$ cat src/rtl/msi_xlate_pkg.sv
package msi_xlate_pkg;

  // Entry field positions
  localparam int ValidBit     = 63;
  localparam int IttAddrHi    = 51;
  localparam int IttAddrLo    = 8;
  localparam int RangeHi      = 4;
  localparam int ColIdHi      = 47;
  localparam int ColIdLo      = 32;
  localparam int IntIdHi      = 31;
  localparam int TgtHi        = 50;
  localparam int TgtLo        = 16;
  localparam int ColIdW       = ColIdHi - ColIdLo + 1;
  localparam int TgtFieldW    = TgtHi - TgtLo + 1;

  localparam logic [1:0] Page4k  = 2'd0;
  localparam logic [1:0] Page16k = 2'd1;
  localparam logic [1:0] Page64k = 2'd2;

  typedef enum logic [1:0] {TBL_DEV, TBL_ITT, TBL_COL} tblSel_e;

  typedef struct packed {
    logic    latchReq;
    logic    latchDte;
    logic    latchItte;
    logic    latchCte;
    logic    commit;
    tblSel_e sel;
  } dpStrobe_t;

  // decode a base register into a 52-bit byte address
  function automatic logic [51:0] pageBase(input logic [63:0] r, input logic [1:0] pg);
    logic [51:0] a;
    a = '0;
    if (pg == Page64k) begin
      a[47:16] = r[47:16];
      a[51:48] = r[15:12];
    end else begin
      a[47:12] = r[47:12];
    end
    return a;
  endfunction

endpackage

$ cat src/rtl/msi_xlate_dp.sv
module msi_xlate_dp
  import msi_xlate_pkg::*;
#(
  parameter int DEV_ID_W = 32,
  parameter int EVT_ID_W = 32,
  parameter int ADDR_W   = 52,
  parameter int TGT_W    = 51
) (
  input  logic                clk,
  input  logic                rstN,
  input  dpStrobe_t           st,
  input  logic [DEV_ID_W-1:0] reqDevId,
  input  logic [EVT_ID_W-1:0] reqEventId,
  input  logic [4:0]          cfgDevBits,
  input  logic [4:0]          cfgIdBits,
  input  logic                cfgColLimit,
  input  logic [3:0]          cfgColBits,
  input  logic                cfgTargetIsAddr,
  input  logic [63:0]         cfgDevTblBase,
  input  logic [1:0]          cfgDevTblPage,
  input  logic [63:0]         cfgColTblBase,
  input  logic [1:0]          cfgColTblPage,
  input  logic                memReqValid,
  input  logic [63:0]         memRspData,
  output logic [ADDR_W-1:0]   memReqAddr,
  output logic                devOut,
  output logic                dteBad,
  output logic                itteBad,
  output logic                cteBad,
  output logic [31:0]         setIntId,
  output logic [TGT_W-1:0]    setTarget,
  output logic [EVT_ID_W-1:0] lastEvent
);

  localparam int OffW = ADDR_W - 3;

  logic [DEV_ID_W-1:0] devIdQ;
  logic [EVT_ID_W-1:0] evtIdQ;
  logic [63:0]         dteQ, itteQ, cteQ;

  always_ff @(posedge clk) begin
    if (!rstN) begin
      devIdQ    <= '0;
      evtIdQ    <= '0;
      dteQ      <= '0;
      itteQ     <= '0;
      cteQ      <= '0;
      lastEvent <= '0;
    end else begin
      if (st.latchReq) begin
        devIdQ <= reqDevId;
        evtIdQ <= reqEventId;
      end
      if (st.latchDte)  dteQ  <= memRspData;
      if (st.latchItte) itteQ <= memRspData;
      if (st.latchCte)  cteQ  <= memRspData;
      if (st.commit)    lastEvent <= evtIdQ;
    end
  end

  // entry address per table
  logic [ColIdW-1:0] colId;
  logic [51:0]       devBase, colBase, ittBase;
  assign colId   = itteQ[ColIdHi:ColIdLo];
  assign devBase = pageBase(cfgDevTblBase, cfgDevTblPage);
  assign colBase = pageBase(cfgColTblBase, cfgColTblPage);
  assign ittBase = {dteQ[IttAddrHi:IttAddrLo], 8'h00};

  always_comb begin
    unique case (st.sel)
      TBL_DEV: memReqAddr = ADDR_W'(devBase) + {OffW'(devIdQ), 3'b000};
      TBL_ITT: memReqAddr = ADDR_W'(ittBase) + {OffW'(evtIdQ), 3'b000};
      default: memReqAddr = ADDR_W'(colBase) + {OffW'(colId), 3'b000};
    endcase
  end

  // range and valid checks
  logic [4:0] colW;
  assign colW    = cfgColLimit ? 5'(cfgColBits) + 5'd1 : 5'd16;
  assign devOut  = (64'(devIdQ) >> (7'(cfgDevBits) + 7'd1)) != 64'd0;
  assign dteBad  = !dteQ[ValidBit]
                || ((64'(evtIdQ) >> (7'(cfgIdBits) + 7'd1)) != 64'd0)
                || (64'(evtIdQ) > (64'd1 << dteQ[RangeHi:0]));
  assign itteBad = !itteQ[ValidBit] || ((32'(colId) >> colW) != 32'd0);
  assign cteBad  = !cteQ[ValidBit];


  logic [TgtFieldW-1:0] tgtField;
  assign tgtField  = cteQ[TgtHi:TgtLo];
  assign setIntId  = itteQ[IntIdHi:0];
  assign setTarget = cfgTargetIsAddr ? TGT_W'({tgtField, 16'h0000}) : TGT_W'(tgtField);


  // addr_align_chk
  addr_align_chk: assert property (@(posedge clk) disable iff (!rstN)
    memReqValid |-> memReqAddr[2:0] == 3'b000);


  // status_hold_chk
  status_hold_chk: assert property (@(posedge clk) disable iff (!rstN)
    !$past(st.commit) |-> $stable(lastEvent));

endmodule

$ cat src/rtl/msi_xlate_ctrl.sv
module msi_xlate_ctrl
  import msi_xlate_pkg::*;
(
  input  logic      clk,
  input  logic      rstN,
  input  logic      reqValid,
  output logic      reqReady,
  output logic      memReqValid,
  input  logic      memReqReady,
  input  logic      memRspValid,
  input  logic      devOut,
  input  logic      dteBad,
  input  logic      itteBad,
  input  logic      cteBad,
  output logic      busy,
  output logic      setPend,
  output dpStrobe_t st
);

  typedef enum logic [2:0] {
    S_IDLE, S_DEV_REQ, S_DEV_WAIT, S_ITT_REQ, S_ITT_WAIT, S_COL_REQ, S_COL_WAIT, S_FIN
  } state_e;

  state_e state, nextState;

  always_ff @(posedge clk) begin
    if (!rstN) state <= S_IDLE;
    else       state <= nextState;
  end

  logic abortNow;
  always_comb begin
    abortNow = ((state == S_DEV_REQ) && devOut)
            || ((state == S_ITT_REQ) && dteBad)
            || ((state == S_COL_REQ) && itteBad);
  end

  always_comb begin
    nextState = state;
    unique case (state)
      S_IDLE:     if (reqValid) nextState = S_DEV_REQ;
      S_DEV_REQ:  if (abortNow) nextState = S_IDLE; else if (memReqReady) nextState = S_DEV_WAIT;
      S_DEV_WAIT: if (memRspValid) nextState = S_ITT_REQ;
      S_ITT_REQ:  if (abortNow) nextState = S_IDLE; else if (memReqReady) nextState = S_ITT_WAIT;
      S_ITT_WAIT: if (memRspValid) nextState = S_COL_REQ;
      S_COL_REQ:  if (abortNow) nextState = S_IDLE; else if (memReqReady) nextState = S_COL_WAIT;
      S_COL_WAIT: if (memRspValid) nextState = S_FIN;
      default:    nextState = S_IDLE;
    endcase
  end

  always_comb begin
    reqReady    = (state == S_IDLE);
    busy        = (state != S_IDLE);
    memReqValid = !abortNow && ((state == S_DEV_REQ) || (state == S_ITT_REQ) || (state == S_COL_REQ));
    st.latchReq  = (state == S_IDLE) && reqValid;
    st.latchDte  = (state == S_DEV_WAIT) && memRspValid;
    st.latchItte = (state == S_ITT_WAIT) && memRspValid;
    st.latchCte  = (state == S_COL_WAIT) && memRspValid;
    st.commit    = (state == S_FIN) && !cteBad;
    if (state == S_ITT_REQ || state == S_ITT_WAIT)      st.sel = TBL_ITT;
    else if (state == S_COL_REQ || state == S_COL_WAIT) st.sel = TBL_COL;
    else                                                st.sel = TBL_DEV;
    setPend = st.commit;
  end


  // one_outstanding_chk
  one_outstanding_chk: assert property (@(posedge clk) disable iff (!rstN)
    (memReqValid && memReqReady) |=> !memReqValid);


  // pend_single_chk
  pend_single_chk: assert property (@(posedge clk) disable iff (!rstN)
    setPend |=> (!setPend && !busy));


  // pend_in_walk_chk
  pend_in_walk_chk: assert property (@(posedge clk) disable iff (!rstN)
    setPend |-> $past(busy));

endmodule

$ cat src/rtl/msi_xlate_walker.sv
module msi_xlate_walker
  import msi_xlate_pkg::*;
#(
  parameter int DEV_ID_W = 32,
  parameter int EVT_ID_W = 32,
  parameter int ADDR_W   = 52,
  parameter int TGT_W    = 51
) (
  input  logic                clk,
  input  logic                rstN,
  input  logic                reqValid,
  output logic                reqReady,
  input  logic [DEV_ID_W-1:0] reqDevId,
  input  logic [EVT_ID_W-1:0] reqEventId,
  input  logic [4:0]          cfgDevBits,
  input  logic [4:0]          cfgIdBits,
  input  logic                cfgColLimit,
  input  logic [3:0]          cfgColBits,
  input  logic                cfgTargetIsAddr,
  input  logic [63:0]         cfgDevTblBase,
  input  logic [1:0]          cfgDevTblPage,
  input  logic [63:0]         cfgColTblBase,
  input  logic [1:0]          cfgColTblPage,
  output logic                memReqValid,
  input  logic                memReqReady,
  output logic [ADDR_W-1:0]   memReqAddr,
  input  logic                memRspValid,
  input  logic [63:0]         memRspData,
  output logic                busy,
  output logic                setPend,
  output logic [31:0]         setIntId,
  output logic [TGT_W-1:0]    setTarget,
  output logic [EVT_ID_W-1:0] lastEvent
);

  dpStrobe_t st;
  logic devOut, dteBad, itteBad, cteBad;

  msi_xlate_ctrl u_ctrl (
    .clk, .rstN, .reqValid, .reqReady, .memReqValid, .memReqReady, .memRspValid,
    .devOut, .dteBad, .itteBad, .cteBad, .busy, .setPend, .st
  );

  msi_xlate_dp #(
    .DEV_ID_W(DEV_ID_W), .EVT_ID_W(EVT_ID_W), .ADDR_W(ADDR_W), .TGT_W(TGT_W)
  ) u_dp (
    .clk, .rstN, .st, .reqDevId, .reqEventId, .cfgDevBits, .cfgIdBits, .cfgColLimit,
    .cfgColBits, .cfgTargetIsAddr, .cfgDevTblBase, .cfgDevTblPage, .cfgColTblBase,
    .cfgColTblPage, .memReqValid, .memRspData, .memReqAddr, .devOut, .dteBad, .itteBad,
    .cteBad, .setIntId, .setTarget, .lastEvent
  );


  // req_hold_chk
  req_hold_chk: assert property (@(posedge clk) disable iff (!rstN)
    (memReqValid && !memReqReady) |=> (memReqValid && $stable(memReqAddr)));

endmodule

$ cat config.mk
export PLATFORM = sky130hd
export DESIGN_NAME = msi_xlate_walker
export DESIGN_NICKNAME = d
export VERILOG_FILES = /design/src/rtl/msi_xlate_pkg.sv /design/src/rtl/msi_xlate_dp.sv /design/src/rtl/msi_xlate_ctrl.sv /design/src/rtl/msi_xlate_walker.sv
export SDC_FILE = /design/constraint.sdc
export NUM_CORES = 1
export LEC_CHECK = 0
export BUFFER_PORTS_ARGS = -buffer_cell sky130_fd_sc_hd__buf_2
export CORE_ASPECT_RATIO = 0.7
export CORE_MARGIN = 1.5
export CORE_UTILIZATION = 35
export CTS_CLUSTER_SIZE = 14
export DETAILED_ROUTE_END_ITERATION = 16
export HOLD_SLACK_MARGIN = 0.15
export PLACE_DENSITY = 0.59
export SLEW_MARGIN = 20
export SYNTH_ARGS = -nofsm -noshare
export SYNTH_HDL_FRONTEND = slang
export SYNTH_SLANG_ARGS = --single-unit
$ cat constraint.sdc
create_clock -name clk -period 7.7 [get_ports clk]
set_input_delay 0.385 -clock clk [delete_from_list [all_inputs] [get_ports clk]]
set_output_delay 0.385 -clock clk [all_outputs]
set_load 0.01 [all_outputs]
==> flow_summary.json <==
{
  "synth_area_leaders": "dfxtp_1, nand2_1, a21boi_0",
  "crit_type": "reg2out",
  "layout_commonest_cell": "nand2_1",
  "rsz0062_at_grt": "false",
  "grt_pass1_vias": 17200,
  "cts-htree-levels": 1,
  "synth-edff-count": 0,
  "rr_startpoint": "u_dp.dteQ[4]",
  "hold-worst-slack_ns": 0.170,
  "cp-end-kind": "output port",
  "syn_area_um2": 17400,
  "fin_cells": 3400,
  "drt-initial-drc-count": 1431,
  "drv_slew": 0,
  "reg2reg_slack_ns": 3.52,
  "die_h_um": 189,
  "dr.pass1.iters": 6,
  "yosys.cell_types.count": 77,
  "fmax_ghz": 0.184,
  "synthFlopType": "dfxtp_1",
  "drc": 0,
  "initial_core_util_pct": 35.4,
  "overflow": 0,
  "worst_pin_slew_ns": 1.06,
  "core-area_um2": 49200,
  "p_leak_nw": 8.89,
  "arrival_ns": 5.05,
  "cp.required_ns": 7.32,
  "drive_gt1_share_pct": 18.3,
  "synthCells": 2330,
  "clkTransAtPathRegs_ns": 0.06,
  "setup_tns_ns": 0,
  "path_cells": "nor3b_1 > nand2_1 > ha_1 > nand4_1 > nor4_1 > nand3_1 > a21boi_0 > nand4_1 > or4_1 > a211o_1 > a211oi_2 > buf_2",
  "route.final.wire_length_mm": 68.7,
  "clock_latency_ns": 0.57,
  "skew_ns": 0.0212,
  "final_nets": 3083,
  "status": "finished, final reports clean",
  "dp_cells": 3230,
  "period_needed_ns": 5.43,
  "yosysWarnings": 0,
  "holdPathStages": 3,
  "start_kind": "register",
  "pwr_density_cell_nw_per_um2": 163,
  "pre_cts_ws_ns": 2.93,
  "seq_area_frac_synth_pct": 26.9,
  "reg2reg_to": "u_ctrl.state[0]",
  "maxSlewHeadroom_pct": 29.3,
  "stdcell_area_um2": 21600,
  "critPathMaxStageDelay_ns": 0.57,
  "placed_area_um2": 19500,
  "port_buffers": 381,
  "syn_to_final_growth_pct": 24.2,
  "synth-seq-cells": 234,
  "reg2regPathDepth": 11,
  "ios": 452,
  "hold_path_class": "in2reg",
  "slowest_stage": "or4_1",
  "clock-sinks": 234,
  "grt_pass1_wl_mm": 103,
  "postCtsSetupBuffers": 0,
  "place_congestion": 0.961,
  "synth_area_leader_cell": "dfxtp_1",
  "synth_top_cell_area_share_pct": 26.9,
  "die_x_um": 269,
  "drtAntennaViolNets": 0,
  "routedWlPerCell_um": 20.2,
  "vdd_ir_drop_max_mv": 0.156,
  "dieArea_um2": 51000,
  "mostFrequentLayoutCells": "nand2_1, buf_2, a21boi_0, dfxtp_1, dlygate4sd3_1",
  "path_delay_family": "simple AND/OR/NAND/NOR gates",
  "async_reset_ff_share_pct": 0,
  "cp_common_cell": "nand4_1",
  "worstHoldStart": "memRspData[38]",
  "period_share_pct": 70.5,
  "worstPathMaxFanout": 9,
  "vias": 18600,
  "hold_viol": 0,
  "cts_resized": 0,
  "setup_viol": 0,
  "via_per_inst": 5.47,
  "hold_buffers": 115,
  "numCtsBuffers": 27,
  "postSynthAreaPerCell_um2": 7.46,
  "path_buf_inv": 1,
  "row_count": 68,
  "cts_buffer_depth": 3,
  "track_usage_pct": 25.8,
  "antenna_found_initial": 8,
  "whs_endpoint": "u_dp.itteQ[38]",
  "grt_max_degree": 129,
  "drv_cap": 0,
  "hpwlAfterDp_mm": 52.2,
  "setup_slack_ns": 2.27,
  "cts_tree": "yes",
  "cts.root.buffer_cell": "clkbuf_16"
}
-- cell type report --
type                    count  area [um2]
diodes                      5        12.5
clock buffers              42         822
clock inverters             8        88.8
fillers                  5052       27600
inverters                  39         146
multi-input cells        1893       11800
flip-flops and latches    234        4680
well taps                 665         832
repair buffers            514        3200
-- Yosys cell counts (12+ instances only) --
cell / n
a21boi_0: 236
a21o_1: 26
xor2_1: 58
nand2b_1: 17
a22oi_1: 15
nor3_1: 32
clkbuf_1: 115
a211oi_1: 23
nor2b_1: 39
inv_1: 38
o221ai_1: 18
and3_1: 16
or3_1: 13
a21oi_1: 89
mux2i_1: 44
mux2_2: 22
and2_1: 33
dfxtp_1: 234
nor2_1: 93
xnor2_1: 46
nand2_1: 640
o211ai_1: 17
nand4_1: 17
o21ai_0: 93
mux4_2: 13
ha_1: 90
a31oi_1: 12
nand3_1: 38
buf_4: 39
-- power by group --
group / total (mW) / internal (mW) / switching [mW] / leakage, nW
clock: 1.31 / 0.770 / 0.540 / 0.445
combinational: 0.868 / 0.362 / 0.506 / 6.55
sequential: 1.35 / 1.25 / 0.0997 / 1.90
total: 3.53 / 2.38 / 1.15 / 8.89
-- routing by layer --
layer	track usage [%]	up-vias	routed length, um
met3	3.68	102	4700
met2	38.5	745	28700
met5	0	-	0
met4	6.20	0	1730
li1	-	8900	-
met1	38.6	8848	33700
-- sequential cells by signal (all words and copies together) (netlist names) --
signal / flops
u_dp.lastEvent: 32
u_dp.itteQ: 49
u_dp.devIdQ: 32
u_ctrl.state: 3
u_dp.evtIdQ: 32
u_dp.cteQ: 36
u_dp.dteQ: 50
-- per-stage QoR --
step	total power, mW	utilization (%)
finish	3.53	43.9
global placement	2.17	39.7
CTS	3.54	43.9
detailed placement	2.18	39.7
global route	3.69	43.9
floorplan	1.84	-
-- cell families after synthesis --
group | synth area share [%]
xor gates and xnor gates | 5.24
AOI/OAI and AO/OA | 25.2
DFF | 26.9
buffers and inverters | 5.33
and+or+nand+nor | 24.8
muxes | 5.64
adders and majority gates | 6.82
other | 0.0216
-- worst max-delay path by stage --
stage	from	cells after the start	end
2_1_floorplan	cfgDevTblPage[0]	12	memReqAddr[37]
3_3_place_gp	u_dp.dteQ[4]	12	memReqValid
3_5_place_dp	u_dp.dteQ[4]	12	memReqValid
4_1_cts	u_dp.dteQ[4]	12	memReqValid
5_1_grt	u_dp.dteQ[4]	12	memReqValid
6_report	u_dp.dteQ[4]	12	memReqValid
-- tightest hold or removal path: stages --
cell and delay [ns]:
buf_2 0.16, nand2_1 0.07, a21boi_0 0.06
(Power assumes the default switching activity.)
